[config.mk]
export PLATFORM = sky130hd
export DESIGN_NAME = uart_rx_status_queue
export DESIGN_NICKNAME = d
export VERILOG_FILES = /design/src/rtl/rxq_pkg.sv /design/src/rtl/rxq_store.sv /design/src/rtl/rxq_status.sv /design/src/rtl/uart_rx_status_queue.sv
export SDC_FILE = /design/constraint.sdc
export NUM_CORES = 2
export LEC_CHECK = 0
export ABC_AREA = 0
export BUFFER_PORTS_ARGS = -buffer_cell sky130_fd_sc_hd__buf_4
export CORE_MARGIN = 5
export CORE_UTILIZATION = 50
export CTS_BUF_LIST = sky130_fd_sc_hd__clkbuf_4 sky130_fd_sc_hd__clkbuf_8
export DETAILED_ROUTE_END_ITERATION = 8
export GPL_ROUTABILITY_DRIVEN = 0
export GPL_TIMING_DRIVEN = 0
export PLACE_DENSITY = 0.65
export SYNTH_ARGS = -nofsm -noshare
export SYNTH_HDL_FRONTEND = slang
export SYNTH_SLANG_ARGS = --single-unit
[constraint.sdc]
create_clock -name clk -period 6.9 [get_ports clk]
set_input_delay 0.69 -clock clk [delete_from_list [all_inputs] [get_ports clk]]
set_output_delay 0.69 -clock clk [all_outputs]
set_load 0.005 [all_outputs]
[src/rtl/rxq_pkg.sv]
package rxq_pkg;

  // Status byte bit positions (host-visible layout)
  localparam int ST_CTS     = 7;
  localparam int ST_ZERO    = 6;
  localparam int ST_NOISE   = 5;
  localparam int ST_BREAK   = 4;
  localparam int ST_FRAME   = 3;
  localparam int ST_PAR_B9  = 2;
  localparam int ST_OVERRUN = 1;
  localparam int ST_TIMEOUT = 0;
  localparam int IRQ_SRC_N  = 5;

  typedef struct packed {
    logic bit9;
    logic noise;
    logic brk;
    logic frame;
    logic parity;
  } rx_tags_t;

  // A character counts as erroneous when any checked tag is set.
  function automatic logic tags_error(rx_tags_t t, logic multidrop);
    return t.noise | t.brk | t.frame | (t.parity & ~multidrop);
  endfunction

  // Combined interrupt from status bits 5..1 and their enables.
  function automatic logic irq_combine(logic [7:0] st, logic [IRQ_SRC_N-1:0] en);
    return |(st[ST_NOISE:ST_OVERRUN] & en);
  endfunction

endpackage

[src/rtl/rxq_store.sv]
module rxq_store
  import rxq_pkg::*;
#(
  parameter int DEPTH  = 128,
  parameter int DATA_W = 8
) (
  input  logic              clk,
  input  logic              rst_n,
  input  logic              push_req,
  input  logic [DATA_W-1:0] push_data,
  input  rx_tags_t          push_tags,
  input  logic              pop_req,
  output logic [DATA_W-1:0] head_data,
  output rx_tags_t          head_tags,
  output logic              empty,
  output logic              full,
  output logic              pop_fire,
  output logic              drop_evt
);

  localparam int PW = (DEPTH > 1) ? $clog2(DEPTH) : 1;
  localparam int CW = PW + 1;
  localparam logic [PW-1:0] LAST_IDX = PW'(DEPTH - 1);
  localparam logic [CW-1:0] FULL_CNT = CW'(DEPTH);

  logic [DATA_W-1:0] data_mem [DEPTH];
  rx_tags_t          tag_mem  [DEPTH];
  logic [PW-1:0]     wr_ptr, rd_ptr;
  logic [CW-1:0]     fill;
  logic              push_fire;

  function automatic logic [PW-1:0] ptr_step(logic [PW-1:0] p);
    return (p == LAST_IDX) ? '0 : p + 1'b1;
  endfunction

  assign empty     = (fill == '0);
  assign full      = (fill == FULL_CNT);
  assign push_fire = push_req & ~full;
  assign pop_fire  = pop_req & ~empty;
  assign drop_evt  = push_req & full;
  assign head_data = data_mem[rd_ptr];
  assign head_tags = tag_mem[rd_ptr];

  always_ff @(posedge clk) begin
    if (push_fire) begin
      data_mem[wr_ptr] <= push_data;
      tag_mem[wr_ptr]  <= push_tags;
    end
  end

  always_ff @(posedge clk or negedge rst_n) begin
    if (!rst_n) begin
      wr_ptr <= '0;
      rd_ptr <= '0;
      fill   <= '0;
    end else begin
      if (push_fire) wr_ptr <= ptr_step(wr_ptr);
      if (pop_fire)  rd_ptr <= ptr_step(rd_ptr);
      case ({push_fire, pop_fire})
        2'b10:   fill <= fill + 1'b1;
        2'b01:   fill <= fill - 1'b1;
        default: fill <= fill;
      endcase
    end
  end

  assert_count_bound_R5: assert property (@(posedge clk) disable iff (!rst_n)
    fill <= FULL_CNT);

  assert_drop_keeps_fill_R5: assert property (@(posedge clk) disable iff (!rst_n)
    drop_evt && !pop_fire |=> fill == $past(fill));

  assert_empty_read_no_move_R10: assert property (@(posedge clk) disable iff (!rst_n)
    pop_req && empty && !push_req |=> empty && rd_ptr == $past(rd_ptr));

endmodule

[src/rtl/rxq_status.sv]
module rxq_status
  import rxq_pkg::*;
#(
  parameter int DATA_W = 8
) (
  input  logic                 clk,
  input  logic                 rst_n,
  input  logic                 rd_strobe,
  input  logic                 pop_fire,
  input  logic [DATA_W-1:0]    head_data,
  input  rx_tags_t             head_tags,
  input  logic                 multidrop,
  input  logic                 drop_evt,
  input  logic                 cts,
  input  logic                 timeout,
  input  logic [IRQ_SRC_N-1:0] irq_en,
  output logic [DATA_W-1:0]    rd_data,
  output logic [7:0]           status,
  output logic                 irq
);

  logic err_noise_q, err_brk_q, err_frame_q, bit2_q, ovr_q;
  logic err_noise_d, err_brk_d, err_frame_d, bit2_d, ovr_d;
  logic hit_err, clean_pop;
  logic [DATA_W-1:0] rd_data_d;

  assign hit_err   = tags_error(head_tags, multidrop);
  assign clean_pop = pop_fire & ~hit_err;

  always_comb begin
    err_noise_d = err_noise_q;
    err_brk_d   = err_brk_q;
    err_frame_d = err_frame_q;
    bit2_d      = bit2_q;
    if (pop_fire) begin
      if (hit_err) begin
        err_noise_d = err_noise_q | head_tags.noise;
        err_brk_d   = err_brk_q   | head_tags.brk;
        err_frame_d = err_frame_q | head_tags.frame;
        bit2_d      = multidrop ? head_tags.bit9 : (bit2_q | head_tags.parity);
      end else begin
        err_noise_d = 1'b0;
        err_brk_d   = 1'b0;
        err_frame_d = 1'b0;
        bit2_d      = multidrop ? head_tags.bit9 : 1'b0;
      end
    end
    ovr_d = ovr_q;
    if (clean_pop) ovr_d = 1'b0;
    if (drop_evt)  ovr_d = 1'b1;
  end

  always_comb begin
    rd_data_d = rd_data;
    if (rd_strobe) rd_data_d = pop_fire ? head_data : '0;
  end

  always_ff @(posedge clk or negedge rst_n) begin
    if (!rst_n) begin
      err_noise_q <= 1'b0;
      err_brk_q   <= 1'b0;
      err_frame_q <= 1'b0;
      bit2_q      <= 1'b0;
      ovr_q       <= 1'b0;
      rd_data     <= '0;
    end else begin
      err_noise_q <= err_noise_d;
      err_brk_q   <= err_brk_d;
      err_frame_q <= err_frame_d;
      bit2_q      <= bit2_d;
      ovr_q       <= ovr_d;
      rd_data     <= rd_data_d;
    end
  end

  always_comb begin
    status             = '0;
    status[ST_CTS]     = cts;
    status[ST_ZERO]    = 1'b0;
    status[ST_NOISE]   = err_noise_q;
    status[ST_BREAK]   = err_brk_q;
    status[ST_FRAME]   = err_frame_q;
    status[ST_PAR_B9]  = bit2_q;
    status[ST_OVERRUN] = ovr_q;
    status[ST_TIMEOUT] = timeout;
  end

  assign irq = irq_combine(status, irq_en);

  assert_break_reads_zero_R3: assert property (@(posedge clk) disable iff (!rst_n)
    pop_fire && head_tags.brk |=> rd_data == '0 && status[ST_BREAK]);

  assert_clean_pop_clears_R4: assert property (@(posedge clk) disable iff (!rst_n)
    clean_pop && !multidrop && !drop_evt |=> status[ST_NOISE:ST_OVERRUN] == '0);

  assert_sticky_errors_R4: assert property (@(posedge clk) disable iff (!rst_n)
    pop_fire && hit_err |=>
      (status[ST_NOISE:ST_FRAME] & $past(status[ST_NOISE:ST_FRAME])) == $past(status[ST_NOISE:ST_FRAME]));

  assert_drop_flags_overrun_R5: assert property (@(posedge clk) disable iff (!rst_n)
    drop_evt |=> status[ST_OVERRUN]);

  assert_multidrop_bit9_R6: assert property (@(posedge clk) disable iff (!rst_n)
    pop_fire && multidrop |=> status[ST_PAR_B9] == $past(head_tags.bit9));

  assert_empty_read_R10: assert property (@(posedge clk) disable iff (!rst_n)
    rd_strobe && !pop_fire && !drop_evt |=> rd_data == '0 && $stable(status[ST_NOISE:ST_OVERRUN]));

endmodule

[src/rtl/uart_rx_status_queue.sv]
module uart_rx_status_queue
  import rxq_pkg::*;
#(
  parameter int DEPTH  = 128,
  parameter int DATA_W = 8
) (
  input  logic              clk,
  input  logic              rst_n,
  input  logic              rx_valid,
  input  logic [DATA_W-1:0] rx_data,
  input  logic              rx_bit9,
  input  logic              rx_noise,
  input  logic              rx_break,
  input  logic              rx_frame_err,
  input  logic              rx_parity_err,
  input  logic              multidrop_en,
  input  logic              timeout_pending,
  input  logic              host_rd,
  input  logic [4:0]        irq_en,
  input  logic              cts_level,
  output logic [DATA_W-1:0] host_data,
  output logic [7:0]        line_status,
  output logic              line_irq
);

  rx_tags_t          wr_tags, head_tags;
  logic [DATA_W-1:0] wr_data, head_data;
  logic              q_empty, q_full, pop_fire, drop_evt;

  // A break is queued as an all-zero character carrying its break tag.
  assign wr_data        = rx_break ? '0 : rx_data;
  assign wr_tags.bit9   = rx_bit9;
  assign wr_tags.noise  = rx_noise;
  assign wr_tags.brk    = rx_break;
  assign wr_tags.frame  = rx_frame_err;
  assign wr_tags.parity = rx_parity_err;

  rxq_store #(.DEPTH(DEPTH), .DATA_W(DATA_W)) u_store (
    .clk       (clk),
    .rst_n     (rst_n),
    .push_req  (rx_valid),
    .push_data (wr_data),
    .push_tags (wr_tags),
    .pop_req   (host_rd),
    .head_data (head_data),
    .head_tags (head_tags),
    .empty     (q_empty),
    .full      (q_full),
    .pop_fire  (pop_fire),
    .drop_evt  (drop_evt)
  );

  rxq_status #(.DATA_W(DATA_W)) u_status (
    .clk       (clk),
    .rst_n     (rst_n),
    .rd_strobe (host_rd),
    .pop_fire  (pop_fire),
    .head_data (head_data),
    .head_tags (head_tags),
    .multidrop (multidrop_en),
    .drop_evt  (drop_evt),
    .cts       (cts_level),
    .timeout   (timeout_pending),
    .irq_en    (irq_en),
    .rd_data   (host_data),
    .status    (line_status),
    .irq       (line_irq)
  );

  assert_full_not_empty_R5: assert property (@(posedge clk) disable iff (!rst_n)
    !(q_full && q_empty));

endmodule

Word-level counts from Yosys, hierarchy flattened
Memory sizes are Yosys's and may differ from the RTL's.
Index checks and enable logic that the tools add are counted.
Widths: inputs -> output; s select.
- input port bits: 25
- bits in registers: 35
- word-level logic and storage cells: 56
- memories: 2
- memory bits (writable): 1664
- multiplexer cells: 15
- bitwise logic cells: 17
- eq/ne operators: 5
- reductions and logical operators: 4
- $add $sub $neg: 4
- memories (name ; words ; bits a word ; rd ports ; clocked after Yosys merged registers in ; wr ports ; RTL line ; RTL):
    u_store.data_mem ; 128 ; 8 ; 1 ; 0 ; 1 ; rxq_store.sv:26 ; logic [DATA_W-1:0] data_mem [DEPTH];
    u_store.tag_mem ; 128 ; 5 ; 1 ; 0 ; 1 ; rxq_store.sv:27 ; rx_tags_t tag_mem [DEPTH];
- operators by type and width (operator ; count):
    $mux 8 ; 2
    $pmux 8 s2 ; 1
    $add 7x1->7 const B ; 2
    $eq 7x7->1 const B ; 2
    $mux 7 ; 2
    $mux 1 ; 10
    $add 8x1->8 const B ; 1
    $eq 8x8->1 const B ; 1
    $logic_not 8->1 ; 1
    $sub 8x1->8 const B ; 1
    $or 1x1->1 ; 7
    $and 1x1->1 ; 5
    $and 5x5->5 ; 1
    $reduce_or 5->1 ; 1
    $not 1->1 ; 4
    $reduce_bool 2->1 ; 2
    $eq 2x1->1 const B ; 1
    $eq 2x2->1 const B ; 1

Logic depth before layout (Yosys ltp)
An unclocked memory read counts as a cell.
- depth after elaboration: 8
- gate-level depth with buffers: 16
- gate-level depth less buffers: 14

Hierarchy
From an unflattened synthesis, not the netlist that was laid out.
- cells, all modules: 3217
- area, all modules: 66388.7 um2
- modules (own cells, without submodules) (module ; instances ; area an instance (um2) ; seq. area each (um2) ; cells each):
    rxq_store ; 1 ; 65704.3 ; 50518.5 ; 3142
    rxq_status ; 1 ; 634.4 ; 325.3 ; 67
    uart_rx_status_queue ; 1 ; 50.0 ; 0.0 ; 8

Least setup slack after synthesis
No wires, ideal clock.
- path type: in2reg
- start: input rx_break
- end: memory u_store.data_mem[0][0] (data pin)
- required time: 6.065 ns
- cell stages on the path: 1
- setup slack: 2.205 ns
- library setup time: 0.835 ns
- arrival: 3.860 ns
- path through: nor2b_1
- longest elaborated chain between the ends: 1
- ends and longest elaborated chain (item ; RTL line ; RTL):
    start, declared ; uart_rx_status_queue.sv:13 ; input logic rx_break,
    $mux 8 ; uart_rx_status_queue.sv:31 ; assign wr_data = rx_break ? '0 : rx_data;
    end, declared ; rxq_store.sv:26 ;
No other way between the ends.

Worst setup path after layout
- start: register u_store.rd_ptr[2]
- end: register u_status.bit2_q
- longest elaborated chain between the ends: 5
- elaborated cells between the ends (all ways): 9
- classes of those cells: 3 x mux; 5 x bitwise; 1 x memory
- ends and longest elaborated chain (item ; RTL line ; RTL):
    start, declared ; rxq_store.sv:28 ; logic [PW-1:0] wr_ptr, rd_ptr;
    start signal, assigned ; rxq_store.sv:58 ; if (pop_fire) rd_ptr <= ptr_step(rd_ptr);
    $mem_v2 128x5 (*) ; n/a ;
    $or 1x1->1 (3 in series) ; rxq_pkg.sv:24 ; return t.noise | t.brk | t.frame | (t.parity & ~multidrop);
    $mux 1 (*) ; rxq_status.sv:36 ; if (hit_err) begin
    end signal, assigned ; rxq_status.sv:70 ; bit2_q <= bit2_d;
    end, declared ; rxq_status.sv:22 ; logic err_noise_q, err_brk_q, err_frame_q, bit2_q, ovr_q;
Every way passes the cells marked *; elsewhere a longest branch is shown, timed or not.
A chain may end at the register's enable or synchronous reset.

==> out/results.tsv <==
metric	value	unit
ys_seq_area_frac	0.772	
cp_slowest_stage_delay	1.34	ns
die_area	139000	sq um
die_y	373	um
cts_tree	done	
pin_count	42	
status	finished, violations left	
root_buffer	clkbuf_8	
dr.pass1.iters	9	
maxCapViolations	7	
layout.cells.non_filler	5211	
cp_common_cell	buf_2	
worstSetupEndpointType	flop	
ys_ff_latch	1699	
crit_type	reg2reg	
ys.flop_type	edfxtp_1	
ff_latch_area	50800	sq um
vias	34100	
async_flop_share	0.0206	
grt_max_degree	137	
cts_sinks	1699	
start_kind	flop	
synth-edff-count	1664	
hold_path_class	in2reg	
h-tree-depth	5	
dp_cells	4725	
wl_per_cell	36.3	um
slew_violations	74	
grt_pass1_vias	34200	
num-fill-cells	9543	
setup_viol	0	
numPortBuffers	37	
yosys_warnings	0	
finalPower	0.0300	W
drc_errors	0	
grt_antenna_before_repair	8	
cts_buffers	283	
core_area	131000	sq um
track_usage	0.270	
multi_input_area	14500	sq um
synth_cell_type_count	62	
dpl.hpwl	125000	um
place_area	69700	sq um
clock_skew	0.0463	ns
worstPathRequired	7.79	ns
violations	max-capacitance violations, max-slew violations	
nets	3293	
hold_viol	0	
viasPerCell	6.54	
fmax	0.175	GHz
maxSlewHeadroom	-0.102	
rsz0062_at_grt	false	
ir_drop	0.275	mV
grt-ovfl-total	0	
p_leak	23.7	nW
routed.top_layer	met5	
cp_max_fo	10	
rows	133	
drt-initial-drc-count	4997	
routed_wl	189000	um
clk_pin_slew	0.06	ns
syn_inst	2865	
syn_area	65800	sq um
period_needed	5.73	ns
arrival	6.62	ns
drive_gt1_frac	0.359	
drt-met1-wl	69200	um
grt_pass1_wl	262000	um
cts_resized	0	
fp.dieW	373	um
synth_nets	2895	
cp_cell_sequence	buf_2 -> buf_2 -> buf_2 -> buf_2 -> buf_2 -> nor2b_1 -> a22oi_1 -> nand2_1 -> a22oi_1 -> o311ai_0 -> a31oi_1 -> o21ai_0 -> o21a_1	
wl_met2	85500	um
cts_setup_buffers	0	
slowest_stage	nor2b_1	
p_per_area	400	nW/um^2
area_growth	13.9	%
ant_nets	0	
met3WireLength	25500	um
start_util	0.502	
rrSetupSlack	1.17	ns
timing.final.crit_share	0.830	
syn_area_per_cell	23.0	sq um
clk_latency	0.98	ns
design_area	75000	sq um
worst_pin_slew	1.65	ns
cts_buffer_depth	4	
timing.hold.ws	0.109	ns
==> cells by family after synthesis <==
logic type,after synthesis,synth area share
compound gates,114,0.0127
xor+xnor,21,0.00279
fa+ha+maj,5,0.000950
buf+inv,177,0.0130
flops,1699,0.772
mux,568,0.180
other cells,1,0.0000570
simple gates,280,0.0186
==> routing by layer <==
metal,track usage,vias up
li1,-,13000
met1,0.368,18000
met2,0.397,2605
met3,0.0992,484
met4,0.120,6
met5,0,-
==> cells in the mapped netlist (all sizes together), types with 14 or more instances <==
cell | n | area (sq um)
buf | 112 | 612
nand2 | 41 | 154
mux2i | 63 | 631
dfrtp | 35 | 876
edfxtp | 1664 | 50000
mux4 | 490 | 11000
nor2b | 25 | 156
a21oi | 14 | 70.1
o21ai | 14 | 70.1
o22ai | 15 | 93.8
mux2 | 15 | 169
nor2 | 160 | 601
inv | 17 | 63.8
clkbuf | 47 | 176
==> cell usage in the layout, fill, tap and decap left out, types with 60 or more instances in the layout <==
cell,netlist,layout
nor2_2,0,99
buf_4,19,65
mux2i_1,63,63
buf_2,66,68
clkbuf_8,0,288
edfxtp_1,1664,1664
mux4_2,490,490
clkinv_1,1,60
clkbuf_4,0,89
nor2_1,160,61
==> path summary, 6_finish.rpt <==
path                            cells past startpoint                  end         startpoint
min in group asynchronous                           2  u_status.rd_data[1]              rst_n
worst max register to register                     13      u_status.bit2_q  u_store.rd_ptr[2]
max in group asynchronous                           2    u_store.rd_ptr[2]              rst_n
worst max-delay path                               13      u_status.bit2_q  u_store.rd_ptr[2]
worst min register to register                      1      u_store.fill[7]    u_store.fill[7]
worst min-delay path                                3      u_status.bit2_q       multidrop_en
==> repair_timing <==
action                     CTS  global route
hold buffers                 1             0
hold endpoints to repair    35             0
setup endpoints to repair    0             0
==> area by class of cell <==
class                   count  area share
clock buffers             377      0.0618
flip-flops and latches   1699       0.678
inverters                  18    0.000901
repair buffers            113      0.0201
plain buffers             159      0.0106
well taps                1755      0.0293
multi-input cells         989       0.193
clock inverters            95     0.00607
diodes                      6    0.000200
==> worst max-delay path: cells and delay by family, from the launching register on <==
kind                   cells  cell delay [ns]
AO/OA/AOI/OAI              6             1.07
buffers and inverters      5             2.46
flip-flops                 1             0.35
AND/OR/NAND/NOR            2             1.73
==> where the power goes <==
part           switching [W]  internal, W  total [W]  leakage [nW]
Clock                0.00385      0.00438    0.00823          2.71
Combinational        0.00619      0.00378    0.00998          5.46
Sequential          0.000149       0.0116     0.0117          15.5
==> sequential cells by signal, indices dropped and copies added (netlist names), 7 cells and up <==
register	count
u_store.data_mem	1024
u_store.tag_mem	640
u_status.rd_data	8
u_store.fill	8
u_store.rd_ptr	7
u_store.wr_ptr	7
==> metrics by stage <==
step / worst slack, ns / TNS, ns / utilization
finish: 1.17 / 0 / 0.572
global route: 1.32 / 0 / 0.572
CTS: 1.47 / 0 / 0.570
detailed placement: 1.47 / 0 / 0.532
global placement: -2.39 / -1957.20 / 0.521
floorplan: 2.20 / 0 / -
No activity file was read; power rests on OpenSTA's default activity.
